==> src/rtl/irq_router_pkg.sv <==
package irq_router_pkg;
  // compatibility window, byte offsets
  localparam int unsigned OFS_CPT_APP_ST = 'h00;
  localparam int unsigned OFS_CPT_APP_MK = 'h04;
  localparam int unsigned OFS_CPT_IO_ST  = 'h08;
  localparam int unsigned OFS_CPT_IO_MK  = 'h0C;
  localparam int unsigned OFS_CPT_SPARE  = 'h10;
  // per-target window: first 16-byte page of target 0
  localparam int unsigned CORE_PAGE      = 4;
  localparam int unsigned PAGE_BYTES     = 16;

  // word slot inside a target's page; order fixed by the map
  typedef enum logic [1:0] {
    SLOT_LEG_ST = 2'd0,
    SLOT_EXT_ST = 2'd1,
    SLOT_LEG_MK = 2'd2,
    SLOT_EXT_MK = 2'd3
  } slot_e;
endpackage

==> src/rtl/irq_edge_detect.sv <==
module irq_edge_detect #(
  parameter int unsigned W = 32
) (
  input  logic         clk,
  input  logic         rst,
  input  logic [W-1:0] src_i,
  output logic [W-1:0] rise_o
);
  logic [W-1:0] prev_q;

  always_ff @(posedge clk) begin
    if (rst) prev_q <= '0;
    else     prev_q <= src_i;
  end

  assign rise_o = src_i & ~prev_q;
endmodule

==> src/rtl/irq_flag_reg.sv <==
module irq_flag_reg #(
  parameter int unsigned W = 32
) (
  input  logic         clk,
  input  logic         rst,
  input  logic [W-1:0] set_i,
  input  logic [W-1:0] clr_i,
  output logic [W-1:0] flags_o
);
  logic [W-1:0] flags_q;
  logic         armed_q;

  // a set in the same cycle as a clear wins
  always_ff @(posedge clk) begin
    if (rst) flags_q <= '0;
    else     flags_q <= (flags_q & ~clr_i) | set_i;
  end

  always_ff @(posedge clk) begin
    if (rst) armed_q <= 1'b0;
    else     armed_q <= 1'b1;
  end

  assign flags_o = flags_q;

  a_r2_edge_latched: assert property (@(posedge clk) disable iff (rst)
    armed_q |-> ((flags_q & $past(set_i)) == $past(set_i)));

  a_r3_clear_drops: assert property (@(posedge clk) disable iff (rst)
    armed_q |-> ((flags_q & $past(clr_i & ~set_i)) == '0));

  a_r3_others_kept: assert property (@(posedge clk) disable iff (rst)
    armed_q |-> (($past(flags_q) & ~$past(clr_i) & ~flags_q) == '0));
endmodule

==> src/rtl/irq_word_reg.sv <==
module irq_word_reg #(
  parameter int unsigned W = 32
) (
  input  logic         clk,
  input  logic         rst,
  input  logic         we_i,
  input  logic [W-1:0] d_i,
  output logic [W-1:0] q_o
);
  always_ff @(posedge clk) begin
    if (rst)       q_o <= '0;
    else if (we_i) q_o <= d_i;
  end
endmodule

==> src/rtl/irq_router.sv <==
module irq_router
  import irq_router_pkg::*;
#(
  parameter int unsigned BANK_W = 32,
  parameter int unsigned TGT_N  = 4,
  parameter int unsigned ADDR_W = 8
) (
  input  logic              clk,
  input  logic              rst,
  input  logic [BANK_W-1:0] src_legacy,
  input  logic [BANK_W-1:0] src_ext,
  input  logic              bus_wr,
  input  logic              bus_rd,
  input  logic [ADDR_W-1:0] bus_addr,
  input  logic [BANK_W-1:0] bus_wdata,
  output logic [BANK_W-1:0] bus_rdata,
  output logic [TGT_N-1:0]  irq_core,
  output logic              irq_compat_app,
  output logic              irq_compat_io
);
  localparam int unsigned PG_W   = ADDR_W - 4;
  localparam int unsigned TIDX_W = (TGT_N > 1) ? $clog2(TGT_N) : 1;
  localparam logic [PG_W-1:0] PG_LO = PG_W'(CORE_PAGE);
  localparam logic [PG_W-1:0] PG_HI = PG_W'(CORE_PAGE + TGT_N);
  localparam logic [ADDR_W-1:0] AUX_LEG = ADDR_W'((CORE_PAGE + TGT_N) * PAGE_BYTES);
  localparam logic [ADDR_W-1:0] AUX_EXT = ADDR_W'((CORE_PAGE + TGT_N) * PAGE_BYTES + 4);

  // ---------------- address decode ----------------
  logic [PG_W-1:0]   page;
  logic [1:0]        slot;
  logic              aligned;
  logic              core_hit;
  logic [TIDX_W-1:0] tsel;

  assign page     = bus_addr[ADDR_W-1:4];
  assign slot     = bus_addr[3:2];
  assign aligned  = (bus_addr[1:0] == 2'b00);
  assign core_hit = aligned && (page >= PG_LO) && (page < PG_HI);
  assign tsel     = TIDX_W'(page - PG_LO);

  function automatic logic at(input logic [ADDR_W-1:0] a, input int unsigned ofs);
    return a == ADDR_W'(ofs);
  endfunction

  // ---------------- source edges ----------------
  logic [BANK_W-1:0] leg_rise, ext_rise;

  irq_edge_detect #(.W(BANK_W)) u_leg_edge (
    .clk(clk), .rst(rst), .src_i(src_legacy), .rise_o(leg_rise));
  irq_edge_detect #(.W(BANK_W)) u_ext_edge (
    .clk(clk), .rst(rst), .src_i(src_ext), .rise_o(ext_rise));

  // ---------------- per-target register sets ----------------
  logic [BANK_W-1:0] leg_st [TGT_N];
  logic [BANK_W-1:0] ext_st [TGT_N];
  logic [BANK_W-1:0] leg_mk [TGT_N];
  logic [BANK_W-1:0] ext_mk [TGT_N];
  logic [TGT_N-1:0]  pending;

  for (genvar t = 0; t < TGT_N; t++) begin : g_tgt
    logic tgt_wr;
    assign tgt_wr = bus_wr && core_hit && (tsel == TIDX_W'(t));

    irq_flag_reg #(.W(BANK_W)) u_leg_st (
      .clk(clk), .rst(rst), .set_i(leg_rise),
      .clr_i((tgt_wr && slot == SLOT_LEG_ST) ? bus_wdata : '0),
      .flags_o(leg_st[t]));
    irq_flag_reg #(.W(BANK_W)) u_ext_st (
      .clk(clk), .rst(rst), .set_i(ext_rise),
      .clr_i((tgt_wr && slot == SLOT_EXT_ST) ? bus_wdata : '0),
      .flags_o(ext_st[t]));
    irq_word_reg #(.W(BANK_W)) u_leg_mk (
      .clk(clk), .rst(rst), .we_i(tgt_wr && slot == SLOT_LEG_MK),
      .d_i(bus_wdata), .q_o(leg_mk[t]));
    irq_word_reg #(.W(BANK_W)) u_ext_mk (
      .clk(clk), .rst(rst), .we_i(tgt_wr && slot == SLOT_EXT_MK),
      .d_i(bus_wdata), .q_o(ext_mk[t]));

    assign pending[t] = |(leg_st[t] & leg_mk[t]) | |(ext_st[t] & ext_mk[t]);
  end

  // ---------------- compatibility window ----------------
  logic [BANK_W-1:0] cpt_app_st, cpt_app_mk, cpt_io_st, cpt_io_mk, cpt_spare;
  logic [BANK_W-1:0] aux_leg_mk, aux_ext_mk;

  irq_flag_reg #(.W(BANK_W)) u_cpt_app_st (
    .clk(clk), .rst(rst), .set_i(leg_rise),
    .clr_i((bus_wr && at(bus_addr, OFS_CPT_APP_ST)) ? bus_wdata : '0),
    .flags_o(cpt_app_st));
  irq_flag_reg #(.W(BANK_W)) u_cpt_io_st (
    .clk(clk), .rst(rst), .set_i(leg_rise),
    .clr_i((bus_wr && at(bus_addr, OFS_CPT_IO_ST)) ? bus_wdata : '0),
    .flags_o(cpt_io_st));
  irq_word_reg #(.W(BANK_W)) u_cpt_app_mk (
    .clk(clk), .rst(rst), .we_i(bus_wr && at(bus_addr, OFS_CPT_APP_MK)),
    .d_i(bus_wdata), .q_o(cpt_app_mk));
  irq_word_reg #(.W(BANK_W)) u_cpt_io_mk (
    .clk(clk), .rst(rst), .we_i(bus_wr && at(bus_addr, OFS_CPT_IO_MK)),
    .d_i(bus_wdata), .q_o(cpt_io_mk));
  irq_word_reg #(.W(BANK_W)) u_cpt_spare (
    .clk(clk), .rst(rst), .we_i(bus_wr && at(bus_addr, OFS_CPT_SPARE)),
    .d_i(bus_wdata), .q_o(cpt_spare));
  irq_word_reg #(.W(BANK_W)) u_aux_leg (
    .clk(clk), .rst(rst), .we_i(bus_wr && bus_addr == AUX_LEG),
    .d_i(bus_wdata), .q_o(aux_leg_mk));
  irq_word_reg #(.W(BANK_W)) u_aux_ext (
    .clk(clk), .rst(rst), .we_i(bus_wr && bus_addr == AUX_EXT),
    .d_i(bus_wdata), .q_o(aux_ext_mk));

  // ---------------- registered outputs ----------------
  always_ff @(posedge clk) begin
    if (rst) begin
      irq_core       <= '0;
      irq_compat_app <= 1'b0;
      irq_compat_io  <= 1'b0;
    end else begin
      irq_core       <= pending;
      irq_compat_app <= |(cpt_app_st & cpt_app_mk);
      irq_compat_io  <= |(cpt_io_st & cpt_io_mk);
    end
  end

  // ---------------- read path ----------------
  logic [BANK_W-1:0] rd_val;
  logic              rd_hit;

  always_comb begin
    rd_val = '0;
    rd_hit = 1'b0;
    if (core_hit) begin
      rd_hit = 1'b1;
      unique case (slot)
        SLOT_LEG_ST: rd_val = leg_st[tsel];
        SLOT_EXT_ST: rd_val = ext_st[tsel];
        SLOT_LEG_MK: rd_val = leg_mk[tsel];
        default:     rd_val = ext_mk[tsel];
      endcase
    end else begin
      rd_hit = 1'b1;
      if      (at(bus_addr, OFS_CPT_APP_ST)) rd_val = cpt_app_st;
      else if (at(bus_addr, OFS_CPT_APP_MK)) rd_val = cpt_app_mk;
      else if (at(bus_addr, OFS_CPT_IO_ST))  rd_val = cpt_io_st;
      else if (at(bus_addr, OFS_CPT_IO_MK))  rd_val = cpt_io_mk;
      else if (at(bus_addr, OFS_CPT_SPARE))  rd_val = cpt_spare;
      else if (bus_addr == AUX_LEG)          rd_val = aux_leg_mk;
      else if (bus_addr == AUX_EXT)          rd_val = aux_ext_mk;
      else                                   rd_hit = 1'b0;
    end
  end

  always_ff @(posedge clk) begin
    if (rst)         bus_rdata <= '0;
    else if (bus_rd) bus_rdata <= rd_val;
    else             bus_rdata <= '0;
  end

  // ---------------- assertions ----------------
  logic armed_q;
  always_ff @(posedge clk) begin
    if (rst) armed_q <= 1'b0;
    else     armed_q <= 1'b1;
  end

  for (genvar t = 0; t < TGT_N; t++) begin : g_chk
    a_r6_irq_follows: assert property (@(posedge clk) disable iff (rst)
      armed_q |-> (irq_core[t] == ($past(|(leg_st[t] & leg_mk[t])) ||
                                   $past(|(ext_st[t] & ext_mk[t])))));
  end

  a_r8_compat_app: assert property (@(posedge clk) disable iff (rst)
    armed_q |-> (irq_compat_app == $past(|(cpt_app_st & cpt_app_mk))));

  a_r8_compat_io: assert property (@(posedge clk) disable iff (rst)
    armed_q |-> (irq_compat_io == $past(|(cpt_io_st & cpt_io_mk))));

  a_r10_unmapped_zero: assert property (@(posedge clk) disable iff (rst)
    $past(bus_rd && !rd_hit) |-> (bus_rdata == '0));

  a_r11_idle_zero: assert property (@(posedge clk) disable iff (rst)
    !$past(bus_rd) |-> (bus_rdata == '0));
endmodule

==> config.mk <==
export PLATFORM = sky130hd
export DESIGN_NAME = irq_router
export DESIGN_NICKNAME = d
export VERILOG_FILES = /design/src/rtl/irq_router_pkg.sv /design/src/rtl/irq_edge_detect.sv /design/src/rtl/irq_flag_reg.sv /design/src/rtl/irq_word_reg.sv /design/src/rtl/irq_router.sv
export SDC_FILE = /design/constraint.sdc
export NUM_CORES = 2
export LEC_CHECK = 0
export CAP_MARGIN = 0
export CORE_AREA = 2 2 320 322
export CTS_CLUSTER_DIAMETER = 120
export CTS_CLUSTER_SIZE = 16
export DETAILED_ROUTE_END_ITERATION = 12
export DIE_AREA = 0 0 322 324
export GPL_ROUTABILITY_DRIVEN = 0
export PLACE_DENSITY = 0.57
export SYNTH_ARGS = -nofsm -noshare
export SYNTH_HDL_FRONTEND = slang
export SYNTH_SLANG_ARGS = --single-unit
==> constraint.sdc <==
create_clock -name clk -period 2.1 [get_ports clk]
set_input_delay 0.42 -clock clk [delete_from_list [all_inputs] [get_ports clk]]
set_output_delay 0.42 -clock clk [all_outputs]
set_load 0.05 [all_outputs]
==> results.sh <==
export IMPL_cp_num_buf_inv=1
export IMPL_fill_cells=10200
export IMPL_p_leak_nw=14.8
export IMPL_relSlewSlack_pct=35.9
export IMPL_avgRoutedWirePerCell_um=29.5
export IMPL_cts_hold_buf=0
export IMPL_cap_viol_max_count=0
export IMPL_pre_cts_slack_ns=-0.747
export IMPL_overflow=0
export IMPL_setup_ws_ns=-0.0670
export IMPL_detailroute_via_count=34800
export IMPL_crit_path_max_fanout=3
export IMPL_coreArea_um2=101000
export IMPL_tns_ns=-0.0670
export IMPL_cp_start_kind="flop"
export IMPL_worst_pin_slew_ns=0.961
export IMPL_max_freq_mhz=461
export IMPL_drt_vias_per_instance=6.11
export IMPL_crit_arrival_ns=2.70
export IMPL_drc=0
export IMPL_endpoint_kind="flop"
export IMPL_antenna_found_initial=12
export IMPL_peakVddDrop_mv=0.698
export IMPL_dp_cells=5635
export IMPL_cts_tree="built"
export IMPL_grt_pass1_vias=32100
export IMPL_numCtsBuffers=58
export IMPL_rsz0062_at_grt="no"
export IMPL_cts_buffer_depth=3
export IMPL_ant_nets=0
export IMPL_die_h_um=324
export IMPL_path_class="flop to flop"
export IMPL_ys_types=47
export IMPL_grt_max_degree=183
export IMPL_crit_required_ns=2.63
export IMPL_ys_seq_elements=838
export IMPL_synth_edff_count=0
export IMPL_synthFlopType="dfxtp_1"
export IMPL_grt_pass1_wl_um=238000
export IMPL_start_util_pct=34.8
export IMPL_most_common_layout_cells="nand2_1 (935), dfxtp_1 (837), a21oi_1 (806)"
export IMPL_worstSkewPairLatency_ns=0.68
export IMPL_hp_class="input port to flop"
export IMPL_portBuffers=145
export IMPL_met2_length_um=69500
export IMPL_die_area_um2=104000
export IMPL_grt_use_total_pct=31.5
export IMPL_netlist_area_um2=35200
export IMPL_routed_wl_um=168000
export IMPL_post_dp_hpwl_um=126000
export IMPL_yosysSeqAreaShare_pct=47.7
export IMPL_ys_warn_count=0
export IMPL_fin_skew_ns=0.0342
export IMPL_drive_gt1_share_pct=14.7
export IMPL_clock_sinks=838
export IMPL_cts_htree_levels=2
export IMPL_layout_commonest_cell="nand2_1"
export IMPL_avgSynthCellArea_um2=8.50
export IMPL_syn_nets=4244
export IMPL_cpMaxStageDelayCell="mux4_2"
export IMPL_clock_root_buffer="clkbuf_16"
export IMPL_num_rows=117
export IMPL_io_pins=146
export IMPL_finalCritPeriodShare_pct=103
export IMPL_crit_family="compound AO/OA/AOI/OAI gates"
export IMPL_status="finished, violations left"
export IMPL_synthesis_instances=4136
export IMPL_hold_viol=0
export IMPL_top_layer_used="met5"
export IMPL_drt_iter0_markers=5432
export IMPL_dieWidth_um=322
export IMPL_dr_pass1_iters=6
export IMPL_worst_path_largest_cell_delay_ns=0.62
export IMPL_wl_met3_um=21400
export IMPL_violations="negative setup slack"
export IMPL_power_per_cell_area_nw_per_um2=741
export IMPL_crit_chain="mux4_2, a22o_1, a221oi_2, buf_4, o22ai_1"
export IMPL_async_reset_ff_share_pct=0
export IMPL_p_total_mw=31.5
export IMPL_slew_violations=0
export IMPL_stdcell_count=5705
export IMPL_fin_crit_ns=2.17
export IMPL_final_setup_viol_count=1
export IMPL_met1_length_um=63400
export IMPL_clkTransAtPathRegs_ns=0.08
export IMPL_area_growth_pct=21.1
export IMPL_final_nets=4495
## area by class of cell
type	instances	area, um2	share of cell area (%)
Inverter	1	3.75	0.00882
Sequential cell	838	16800	39.4
Clock inverter	3	40.0	0.0941
Multi-Input combinational cell	2917	17000	39.9
Clock buffer	59	1480	3.47
Timing Repair Buffer	571	5650	13.3
Tap cell	1309	1640	3.85
Antenna cell	7	17.5	0.0412
## tightest hold or removal path, cell delays in order
cell	delay [ns]
buf_8	0.13
buf_12	0.19
a21oi_1	0.13
## Yosys cell counts, types with 3 or more instances
master / instances / area [um2]
or2_2: 3 / 18.8
mux4_2: 109 / 2450
buf_1: 13 / 48.8
a21oi_1: 808 / 4040
nor2_1: 51 / 191
o22ai_1: 87 / 544
o21ai_1: 87 / 435
buf_6: 6 / 67.6
nand2_1: 936 / 3510
clkbuf_1: 312 / 1170
buf_2: 47 / 235
mux2i_1: 61 / 611
o21ai_0: 247 / 1240
nor3_1: 12 / 60.1
a22oi_1: 107 / 803
nor2b_1: 81 / 507
a211oi_1: 6 / 45.0
nand2b_1: 68 / 425
o2111ai_1: 3 / 26.3
dfxtp_1: 838 / 16800
a221oi_1: 64 / 561
o22a_1: 6 / 52.6
a31oi_1: 3 / 18.8
nand3_1: 44 / 220
a2111oi_0: 11 / 96.3
o211ai_1: 8 / 60.1
nand4_1: 28 / 175
a22o_1: 62 / 543
## flip-flops by register name, summed over array words and instances, names as in the netlist, 128 cells and up
| register | cells |
|---|---|
| g_tgt.u_ext_mk.q_o | 128 |
| g_tgt.u_leg_mk.q_o | 128 |
| g_tgt.u_ext_st.flags_o | 128 |
| g_tgt.u_leg_st.flags_o | 128 |
## routing by layer
metal | up-vias | GRT usage, %
li1 | 15200 | -
met1 | 16800 | 40.1
met2 | 2359 | 45.9
met3 | 541 | 9.32
met4 | 14 | 21.5
met5 | - | 0
## power breakdown
part | switching (mW) | internal (mW)
sequential | 0.692 | 16.4
combinational | 2.14 | 1.44
clock | 5.83 | 4.98
## what timing repair did
action                                  CTS  global route
cloned                                    0             1
gates resized for setup                  41            15
endpoints found under the setup margin   61           128
buffers inserted                          0             0
pin swaps                                 0             4
## final timing paths
path	endpoint	slack [ns]	from	cells after the start
worst min-delay path	g_tgt[1].u_ext_mk.q_o[19]	0.27	rst	3
worst max register to register	bus_rdata[1]	-0.07	g_tgt[0].u_ext_st.flags_o[1]	5
worst max-delay path	bus_rdata[1]	-0.07	g_tgt[0].u_ext_st.flags_o[1]	5
worst min register to register	u_aux_ext.q_o[6]	0.45	u_aux_ext.q_o[6]	2
## per-stage QoR
stage               hold slack, ns  cell area [um2]  util [%]
finish                       0.275            42600      42.1
global placement             0.441            41000      40.6
global route                 0.269            42500      42.1
detailed placement           0.447            41000      40.6
CTS                          0.230            42500      42.1
floorplan                    0.436            35200         -
## cell families after synthesis
| kind of cell | synth area share [%] |
|---|---|
| AO/OA/AOI/OAI | 24.2 |
| AND/OR/NAND/NOR | 14.9 |
| flip-flops | 47.7 |
| buffers and inverters | 4.39 |
| multiplexers | 8.72 |
No activity file was read; power rests on OpenSTA's default activity.
